## src/rtl/xbus_pkg.sv

```systemverilog
// Shared types for the multiplexed external bus controller.
package xbus_pkg;
    // Bus cycle phases: two address clocks, a data clock that may repeat
    // through wait clocks, and a closing data clock.
    typedef enum logic [2:0] {
        ST_IDLE = 3'd0,
        ST_ADR0 = 3'd1,
        ST_ADR1 = 3'd2,
        ST_DAT0 = 3'd3,
        ST_WAIT = 3'd4,
        ST_DAT1 = 3'd5
    } xb_state_t;

    localparam logic [1:0] OP_READ  = 2'd0;
    localparam logic [1:0] OP_WRITE = 2'd1;
    localparam logic [1:0] OP_FETCH = 2'd2;
endpackage

```

## src/rtl/xbus_seq.sv

```systemverilog
// Cycle sequencer: holds the accepted request, walks the bus phases,
// inserts wait clocks while ready is low, picks the cycle width and
// chains a second byte cycle when a two-byte access meets an 8-bit cycle.
// Assumes the configuration inputs are static during a request.
module xbus_seq
    import xbus_pkg::*;
#(
    parameter int AD_W = 16
) (
    input  logic            clk,
    input  logic            rst_n,
    input  logic            req_valid,
    input  logic [1:0]      req_op,
    input  logic [1:0]      req_be,
    input  logic [AD_W-1:1] req_waddr,
    input  logic [AD_W-1:0] req_wdata,
    input  logic            cfg_dyn_width,
    input  logic            wide_i,
    input  logic            wait_rdy,
    output xb_state_t       state,
    output logic            accept,
    output logic [1:0]      op_q,
    output logic [1:0]      be_q,
    output logic [AD_W-1:1] waddr_q,
    output logic [AD_W-1:0] wdata_q,
    output logic            narrow_q,
    output logic            second_q,
    output logic            done_q
);
    logic more_bytes;

    // Request is taken only while idle.
    assign accept     = (state == ST_IDLE) && req_valid;
    // A second byte cycle follows on a narrow two-byte access.
    assign more_bytes = narrow_q && (be_q == 2'b11) && !second_q;

    // Phase register, request hold and completion pulse.
    always_ff @(posedge clk) begin
        if (!rst_n) begin
            state    <= ST_IDLE;
            op_q     <= OP_READ;
            be_q     <= 2'b00;
            waddr_q  <= '0;
            wdata_q  <= '0;
            narrow_q <= 1'b0;
            second_q <= 1'b0;
            done_q   <= 1'b0;
        end else begin
            done_q <= 1'b0;
            case (state)
                ST_IDLE: begin
                    if (accept) begin
                        state    <= ST_ADR0;
                        op_q     <= req_op;
                        be_q     <= req_be;
                        waddr_q  <= req_waddr;
                        wdata_q  <= req_wdata;
                        narrow_q <= 1'b0;
                        second_q <= 1'b0;
                    end
                end
                ST_ADR0: state <= ST_ADR1;
                ST_ADR1: begin
                    state <= ST_DAT0;
                    if (!second_q) begin
                        narrow_q <= cfg_dyn_width && !wide_i;
                    end
                end
                ST_DAT0: state <= wait_rdy ? ST_DAT1 : ST_WAIT;
                ST_WAIT: state <= ST_DAT0;
                ST_DAT1: begin
                    if (more_bytes) begin
                        second_q <= 1'b1;
                        state    <= ST_ADR0;
                    end else begin
                        state  <= ST_IDLE;
                        done_q <= 1'b1;
                    end
                end
                default: state <= ST_IDLE;
            endcase
        end
    end
endmodule

```

## src/rtl/xbus_lanes.sv

```systemverilog
// Lane steering: works out which byte the current cycle moves, drives
// address or write data onto the shared lines with their enable, and
// assembles read data. Assumes be_q is never 2'b00.
module xbus_lanes
    import xbus_pkg::*;
#(
    parameter int AD_W = 16
) (
    input  logic            clk,
    input  logic            rst_n,
    input  xb_state_t       state,
    input  logic            accept,
    input  logic [1:0]      op_q,
    input  logic [1:0]      be_q,
    input  logic [AD_W-1:1] waddr_q,
    input  logic [AD_W-1:0] wdata_q,
    input  logic            narrow_q,
    input  logic            second_q,
    input  logic [AD_W-1:0] bus_ad_in,
    output logic [1:0]      lanes,
    output logic [AD_W-1:0] bus_ad_out,
    output logic            bus_ad_oe,
    output logic [AD_W-1:0] rd_data
);
    localparam int LW = AD_W / 2;

    logic            cyc_odd;
    logic            is_wr;
    logic [AD_W-1:0] cyc_addr;

    // Odd byte address for a lone high byte or the second narrow cycle.
    assign cyc_odd  = (be_q == 2'b10) || (narrow_q && second_q);
    assign lanes    = narrow_q ? (cyc_odd ? 2'b10 : 2'b01) : be_q;
    assign cyc_addr = {waddr_q, cyc_odd};
    assign is_wr    = (op_q == OP_WRITE);

    // Line drive: address first, then write data; reads float after A1.
    always_comb begin
        bus_ad_out = cyc_addr;
        bus_ad_oe  = 1'b0;
        case (state)
            ST_ADR0: bus_ad_oe = 1'b1;
            ST_ADR1: bus_ad_oe = is_wr;
            ST_DAT0, ST_WAIT, ST_DAT1: begin
                bus_ad_oe  = is_wr;
                bus_ad_out = narrow_q
                    ? {cyc_addr[AD_W-1:LW], cyc_odd ? wdata_q[AD_W-1:LW] : wdata_q[LW-1:0]}
                    : wdata_q;
            end
            default: ;
        endcase
    end

    // Read data capture at the end of the closing data clock.
    always_ff @(posedge clk) begin
        if (!rst_n) begin
            rd_data <= '0;
        end else if (accept) begin
            rd_data <= '0;
        end else if (state == ST_DAT1 && !is_wr) begin
            if (!narrow_q) begin
                rd_data <= bus_ad_in;
            end else if (cyc_odd) begin
                rd_data[AD_W-1:LW] <= bus_ad_in[LW-1:0];
            end else begin
                rd_data[LW-1:0] <= bus_ad_in[LW-1:0];
            end
        end
    end
endmodule

```

## src/rtl/xbus_strobes.sv

```systemverilog
// Strobe decode: latch, read, write and high-lane strobes plus the fetch
// flag, from the phase, the operation and the lanes of the current cycle.
// Pure combinational; outputs change only with registered inputs.
module xbus_strobes
    import xbus_pkg::*;
(
    input  xb_state_t  state,
    input  logic [1:0] op_q,
    input  logic [1:0] lanes,
    input  logic       cfg_as_level,
    input  logic       cfg_split_wr,
    output logic       alat_o,
    output logic       rd_strobe_n,
    output logic       wr_strobe_n,
    output logic       hi_strobe_n,
    output logic       fetch_o
);
    logic is_wr;
    logic in_data;
    logic wr_win;
    logic busy;

    assign is_wr   = (op_q == OP_WRITE);
    assign busy    = (state != ST_IDLE);
    assign in_data = (state == ST_DAT0) || (state == ST_WAIT) || (state == ST_DAT1);
    assign wr_win  = is_wr && ((state == ST_DAT0) || (state == ST_WAIT));

    // Latch strobe: pulse in A1, or level low until the closing clock.
    assign alat_o = cfg_as_level ? !(busy && state != ST_DAT1) : (state == ST_ADR0);

    // Read strobe spans every data clock of a read or fetch.
    assign rd_strobe_n = !(in_data && !is_wr);

    // Write strobes in the selected style.
    always_comb begin
        if (cfg_split_wr) begin
            wr_strobe_n = !(wr_win && lanes[0]);
            hi_strobe_n = !(wr_win && lanes[1]);
        end else begin
            wr_strobe_n = !wr_win;
            hi_strobe_n = !(in_data && is_wr && lanes[1]);
        end
    end

    // Fetch flag covers every clock of a fetch cycle.
    assign fetch_o = busy && (op_q == OP_FETCH);
endmodule

```

## src/rtl/xbus_ctrl.sv

```systemverilog
// Top of the multiplexed external bus controller: sequencer, lane steering
// and strobe decode. Assumes configuration inputs are static per request.
module xbus_ctrl
    import xbus_pkg::*;
#(
    parameter int AD_W = 16
) (
    input  logic            clk,
    input  logic            rst_n,
    input  logic            req_valid,
    input  logic [1:0]      req_op,
    input  logic [1:0]      req_be,
    input  logic [AD_W-1:1] req_waddr,
    input  logic [AD_W-1:0] req_wdata,
    output logic            req_ready,
    output logic            done,
    output logic [AD_W-1:0] rd_data,
    input  logic            cfg_as_level,
    input  logic            cfg_split_wr,
    input  logic            cfg_dyn_width,
    output logic [AD_W-1:0] bus_ad_out,
    output logic            bus_ad_oe,
    input  logic [AD_W-1:0] bus_ad_in,
    output logic            alat_o,
    output logic            rd_strobe_n,
    output logic            wr_strobe_n,
    output logic            hi_strobe_n,
    output logic            fetch_o,
    input  logic            wait_rdy,
    input  logic            wide_i
);
    xb_state_t       state;
    logic            accept;
    logic [1:0]      op_q;
    logic [1:0]      be_q;
    logic [AD_W-1:1] waddr_q;
    logic [AD_W-1:0] wdata_q;
    logic            narrow_q;
    logic            second_q;
    logic [1:0]      lanes;

    // Idle state is the ready indication.
    assign req_ready = (state == ST_IDLE);

    xbus_seq #(.AD_W(AD_W)) u_seq (
        .clk(clk), .rst_n(rst_n), .req_valid(req_valid), .req_op(req_op),
        .req_be(req_be), .req_waddr(req_waddr), .req_wdata(req_wdata),
        .cfg_dyn_width(cfg_dyn_width), .wide_i(wide_i), .wait_rdy(wait_rdy),
        .state(state), .accept(accept), .op_q(op_q), .be_q(be_q),
        .waddr_q(waddr_q), .wdata_q(wdata_q), .narrow_q(narrow_q),
        .second_q(second_q), .done_q(done)
    );

    xbus_lanes #(.AD_W(AD_W)) u_lanes (
        .clk(clk), .rst_n(rst_n), .state(state), .accept(accept), .op_q(op_q),
        .be_q(be_q), .waddr_q(waddr_q), .wdata_q(wdata_q), .narrow_q(narrow_q),
        .second_q(second_q), .bus_ad_in(bus_ad_in), .lanes(lanes),
        .bus_ad_out(bus_ad_out), .bus_ad_oe(bus_ad_oe), .rd_data(rd_data)
    );

    xbus_strobes u_strobes (
        .state(state), .op_q(op_q), .lanes(lanes), .cfg_as_level(cfg_as_level),
        .cfg_split_wr(cfg_split_wr), .alat_o(alat_o), .rd_strobe_n(rd_strobe_n),
        .wr_strobe_n(wr_strobe_n), .hi_strobe_n(hi_strobe_n), .fetch_o(fetch_o)
    );
endmodule

```

## config.mk

```make
export PLATFORM = sky130hd
export DESIGN_NAME = xbus_ctrl
export DESIGN_NICKNAME = d
export VERILOG_FILES = /design/src/rtl/xbus_pkg.sv /design/src/rtl/xbus_seq.sv /design/src/rtl/xbus_lanes.sv /design/src/rtl/xbus_strobes.sv /design/src/rtl/xbus_ctrl.sv
export SDC_FILE = /design/constraint.sdc
export NUM_CORES = 1
export LEC_CHECK = 0
export CAP_MARGIN = 20
export CORE_UTILIZATION = 48
export CTS_CLUSTER_SIZE = 10
export DETAILED_ROUTE_END_ITERATION = 6
export GPL_ROUTABILITY_DRIVEN = 0
export PLACE_DENSITY = 0.89
export SETUP_SLACK_MARGIN = 0.5
export SKIP_CTS_REPAIR_TIMING = 1
export SYNTH_ARGS = -nofsm -noshare
export SYNTH_HDL_FRONTEND = slang
export SYNTH_SLANG_ARGS = --single-unit
```

## constraint.sdc

```tcl
create_clock -name clk -period 4.4 [get_ports clk]
set_clock_uncertainty 0.15 [all_clocks]
set_input_delay 0.88 -clock clk [delete_from_list [all_inputs] [get_ports clk]]
set_output_delay 0.88 -clock clk [all_outputs]
set_load 0.05 [all_outputs]
```

==> flow_metrics.tcl, run 1 <==
set metrics [dict create \
    synth_cell_types 42 \
    grt_start_max_net_pins 38 \
    period_needed_ns 3.87 \
    io-pin-count 99 \
    tightest_slew_ns 0.677 \
    startpoint_type "register" \
    power.switching_w 0.000593 \
    dieHeight_um 77.3 \
    clk_latency_ns 0.34 \
    min-delay-path-class "reg -> reg" \
    final.period_utilization_pct 87.9 \
    die_area_um2 5980 \
    synth_edf_count 0 \
    routedWlPerCell_um 14.9 \
    synth_area_leaders "dfxtp_1 (42%), nand2_1 (13%), a21boi_1 (8.3%), mux2_4 (4.4%), mux2i_1 (3.3%)" \
    fillerInstances 422 \
    grt-ovfl-total 0 \
    grt.total_usage_pct 26.1 \
    cts-root-buf "clkbuf_8" \
    start_util_pct 49.8 \
    peakVddDrop_mv 0.257 \
    vias_per_cell 5.42 \
    rows 27 \
    syn_nets 394 \
    fin_total_pwr_w 0.00170 \
    p_per_area_nw_per_um2 430 \
    n_antenna_cell 0 \
    core_um2 5470 \
    criticalPathCategory "reg -> out" \
    p_clk_share_pct 32.1 \
    grt_pass1_wl_um 12200 \
    ys_top_cells_by_count "nand2_1 (96), dfxtp_1 (57), a21boi_1 (30), nor2_1 (22)" \
    fin_util_pct 72.2 \
    cts.sinks 57 \
    synth_top_area_share_pct 41.9 \
    htree_num_levels 3 \
    critPathMaxFanout 19 \
    finalHoldViolations 0 \
    p_leak_nw 1.51 \
    seq_power_share_pct 36.0 \
    cts_tree "yes" \
    drive_above_1_share_pct 8.35 \
    arrival_ns 2.84 \
    vias 2728 \
    cp.required_ns 3.37 \
    syn_inst 335 \
    wirelength_um 7520 \
    relSlewSlack_pct 54.9 \
    postRouteAntennaNets 0 \
    avgSynthCellArea_um2 8.13 \
    nets 485 \
    critPathCaptureType "primary output" \
    rsz0062_at_grt "true" \
    power.internal_w 0.00111 \
    switching_share_pct 34.9 \
    yosys_warnings 0 \
    clkTransAtPathRegs_ns 0.06 \
    crit_slowest_cell "clkdlybuf4s50_1" \
    first_iter_violations 101 \
    path_cells "and3b_1, or2_2, and2_4, mux2_4, clkdlybuf4s50_1" \
    antenna_found_initial 0 \
    drv_slew 0 \
    drv_cap 0 \
    setup_viol 0 \
    synth_most_common_cell "nand2_1" \
    async_flop_share_pct 0 \
    hpwl_um 5220 \
    status "finished clean" \
    remaining_drc_errors 0 \
    die_w_um 77.3 \
    comb_power_share_pct 31.8 \
    cts_made_buffers 9 \
    area_delta_synth_final_pct 45.2 \
    cp_slowest_stage_delay_ns 0.70 \
    seq_area_frac_synth_pct 41.9 \
    io_buffers 98 \
    ys_ff_latch 57 \
    setup_tns_ns 0 \
    grt_pass1_vias 2556 \
    netlist_area_um2 2720 \
    clock_path_buffers 2 \
    firstDrtPassIters 4 \
    synth_ff_type "dfxtp_1" \
    fmax_ghz 0.259 \
    synth_area_leader_cell "dfxtp_1" \
]
layout make-up:
class	count	area, um^2	share of cell area, %
flip-flops and latches	57	1140	29.0
inverters	3	11.3	0.285
multi-input cells	252	1450	36.7
well taps	72	90.1	2.28
clock inverters	5	78.8	1.99
repair buffers	103	1040	26.2
clock buffers	11	141	3.58
registers in the layout, summed over array words and instances, names as in the netlist:
signal	cells
u_seq.waddr_q	15
u_lanes.rd_data	16
u_seq.state	3
u_seq.done_q	1
u_seq.wdata_q	16
u_seq.be_q	2
u_seq.second_q	1
u_seq.op_q	2
u_seq.narrow_q	1
routing by layer:
metal / share of wire [%] / up-vias / global-route usage (%)
met4: 2.6 / 0 / 14.0
met2: 48 / 129 / 43.0
met1: 41 / 1258 / 31.1
met3: 8.2 / 21 / 6.59
li1: - / 1320 / -
met5: 0 / - / 0
metrics by stage:
stage | cells | setup WS [ns] | area, um^2 | hold slack [ns]
after CTS | 503 | 0.190 | 3930 | 0.302
after global placement | 487 | 0.672 | 3710 | 0.290
final | 503 | 0.532 | 3950 | 0.299
after detailed placement | 487 | 0.585 | 3710 | 0.293
after floorplan | 335 | 1.11 | 2720 | 0.281
after global routing | 503 | 0.459 | 3950 | 0.325
cells by family (layout without fill, tap and decap cells):
logic type | count (synthesis) | after routing | share of synthesized area, %
AOI/OAI and AO/OA | 86 | 86 | 22.0
xor gates and xnor gates | 2 | 2 | 0.643
buffers and inverters | 26 | 122 | 4.82
DFF | 57 | 57 | 41.9
muxes | 17 | 17 | 7.72
and+or+nand+nor | 147 | 147 | 23.0
cells in the final DEF, fill, tap and decap left out, types with 9 or more instances in the layout:
master / netlist / final
a21oi_1: 12 / 12
clkdlybuf4s50_1: 0 / 91
nand3_1: 9 / 9
a21boi_1: 30 / 30
nor2_1: 22 / 22
clkbuf_8: 0 / 10
nand2_1: 96 / 96
mux2i_1: 9 / 9
dfxtp_1: 57 / 54
o21ai_0: 11 / 11
a211oi_1: 9 / 9
power by group through the flow:
stage          sequential (W)  clock [W]  combinational (W)
6_report             0.000612   0.000546           0.000541
5_1_grt              0.000618   0.000576           0.000574
4_1_cts              0.000611   0.000554           0.000542
3_5_place_dp         0.000621          0           0.000539
3_3_place_gp         0.000618          0           0.000532
2_1_floorplan        0.000598          0           0.000386
worst max-delay path, delay by kind of cell (launching register included):
kind,cells,cell delay [ns]
and+or+nand+nor,3,0.92
buffers and inverters,1,0.70
muxes,1,0.33
DFF,1,0.54
final timing paths:
path	startpoint	endpoint	slack [ns]	cells past startpoint
setup / recovery	u_seq.state[1]$_SDFFE_PN0P_	bus_ad_out[11]	0.53	5
hold / removal	u_seq.wdata_q[0]$_SDFFE_PN0P_	u_seq.wdata_q[0]$_SDFFE_PN0P_	0.30	2
setup reg to reg	u_seq.state[0]$_SDFFE_PN0P_	u_seq.wdata_q[11]$_SDFFE_PN0P_	2.17	5
hold reg to reg	u_seq.wdata_q[0]$_SDFFE_PN0P_	u_seq.wdata_q[0]$_SDFFE_PN0P_	0.30	2
Power figures use the tool's default switching activity.
==> run 2: changes to the inputs <==
- TNS_END_PERCENT: unset -> 10
==> run 2 against run 1 <==
Compared with the run above:
- combinational power is essentially flat
- utilization shrank 0.32 points
- maximum frequency shrank 0.16%
- register-to-register slack gained 0.03 ns
- final cell count is the same
- sequential power is essentially flat
- first-iteration DRC count shrank 15%
- non-clock buffer count is the same
- clock power is essentially flat
- count of clock-buffer cells in the layout is the same
- sequential share of layout area grew 0.13 points
- hold slack gained 0.0015 ns
==> flow_metrics.tcl, run 2 (synthesized netlist as in run 1, its figures left out) <==
set metrics [dict create \
    status "finished clean" \
    fmax_ghz 0.258 \
    io_buffers 98 \
    clock_path_buffers 2 \
    crit_path_start "u_seq.state[1]$_SDFFE_PN0P_" \
    drive_above_1_share_pct 8.35 \
    hpwl_um 5220 \
    wirelength_um 7540 \
    hold_depth 2 \
    dieHeight_um 77.3 \
    fin_util_pct 71.9 \
    drv_cap 0 \
    cts.sinks 57 \
    peakVddDrop_mv 0.255 \
    cts_made_buffers 9 \
    comb_power_share_pct 32.0 \
    die_area_um2 5980 \
    cts_tree "yes" \
    power.switching_w 0.000593 \
    hold_end "u_seq.wdata_q[0]$_SDFFE_PN0P_" \
    r2r-start "u_seq.state[2]$_SDFFE_PN0P_" \
    hold-worst-slack_ns 0.300 \
    worst_slack_ns 0.526 \
    vias_per_cell 5.36 \
    core_um2 5470 \
    setup_viol 0 \
    rows 27 \
    vias 2695 \
    area_delta_synth_final_pct 44.5 \
    post-place-ws_ns 0.585 \
    nets 485 \
    start_util_pct 49.8 \
    startpoint_type "register" \
    cts-root-buf "clkbuf_8" \
    n_antenna_cell 0 \
    min-delay-path-class "reg -> reg" \
    clkTransAtPathRegs_ns 0.06 \
    io-pin-count 99 \
    relSlewSlack_pct 55.5 \
    grt_pass1_vias 2556 \
    htree_num_levels 3 \
    tightest_slew_ns 0.667 \
    layout_common_cells "clkdlybuf4s50_1 (98), nand2_1 (96), dfxtp_1 (54), a21boi_1 (30), nor2_1 (22)" \
    min-delay-start "u_seq.wdata_q[0]$_SDFFE_PN0P_" \
    arrival_ns 2.84 \
    post_dp_cell_area_um2 3710 \
    setup_tns_ns 0 \
    rr_worst_depth 5 \
    antenna_found_initial 0 \
    grt_start_max_net_pins 38 \
    p_leak_nw 1.40 \
    first_iter_violations 86 \
    critPathMaxFanout 19 \
    r2r_slack_ns 2.20 \
    clk_latency_ns 0.33 \
    cp.required_ns 3.37 \
    grt_pass1_wl_um 12200 \
    routedWlPerCell_um 15.0 \
    criticalPathCategory "reg -> out" \
    rsz0062_at_grt "true" \
    critPathCaptureType "primary output" \
    layout_commonest_cell "clkdlybuf4s50_1" \
    power.internal_w 0.00111 \
    seq_power_share_pct 36.0 \
    remaining_drc_errors 0 \
    final.period_utilization_pct 88.0 \
    switching_share_pct 34.9 \
    fin_area_um2 3940 \
    grt.total_usage_pct 26.1 \
    grt-ovfl-total 0 \
    top_regs "u_lanes.rd_data: 16 flops, u_seq.wdata_q: 16 flops, u_seq.waddr_q: 15 flops" \
    finalHoldViolations 0 \
    postRouteAntennaNets 0 \
    p_clk_share_pct 32.0 \
    drv_slew 0 \
    die_w_um 77.3 \
    firstDrtPassIters 4 \
    period_needed_ns 3.87 \
    p_per_area_nw_per_um2 432 \
    reg2reg_to "u_seq.wdata_q[8]$_SDFFE_PN0P_" \
]
## run 2: power groups by stage
stage / clock network, W / registers [W] / logic [W]
detailed placement: 0 / 0.000621 / 0.000539
CTS: 0.000554 / 0.000611 / 0.000542
finish: 0.000544 / 0.000613 / 0.000544
floorplan: 0 / 0.000598 / 0.000386
global route: 0.000576 / 0.000618 / 0.000576
global placement: 0 / 0.000618 / 0.000532
## run 2: worst max-delay path, cell delays in order, from the launching register on
cell,delay (ns)
dfxtp_1,0.54
and3b_1,0.26
or2_2,0.34
and2_4,0.33
mux2_4,0.33
clkdlybuf4s50_1,0.70
## run 2: layout make-up
cell class	instances	area, um^2
timing repair buffer	103	1020
tap	72	90.1
clock buffer	11	141
clock inverter	5	78.8
fill	427	1540
multi-input combinational	252	1450
inverter	3	11.3
sequential	57	1140
## run 2: through the flow
step                total power (W)  std cells
global route                0.00177        503
global placement            0.00115        487
finish                      0.00170        503
detailed placement          0.00116        487
floorplan                  0.000983        335
CTS                         0.00171        503
## run 2: layer usage
metal  global-route usage [%]  share of wire [%]
met5                        0                  0
met4                     14.0                2.2
met3                     6.59                7.5
met2                     43.0                 47
met1                     31.1                 43
## run 2: worst max path at each step
stage,cells past startpoint,end
2_1_floorplan,3,alat_o
3_3_place_gp,5,bus_ad_out[11]
3_5_place_dp,5,bus_ad_out[15]
4_1_cts,5,bus_ad_out[11]
5_1_grt,5,bus_ad_out[11]
6_report,5,bus_ad_out[11]
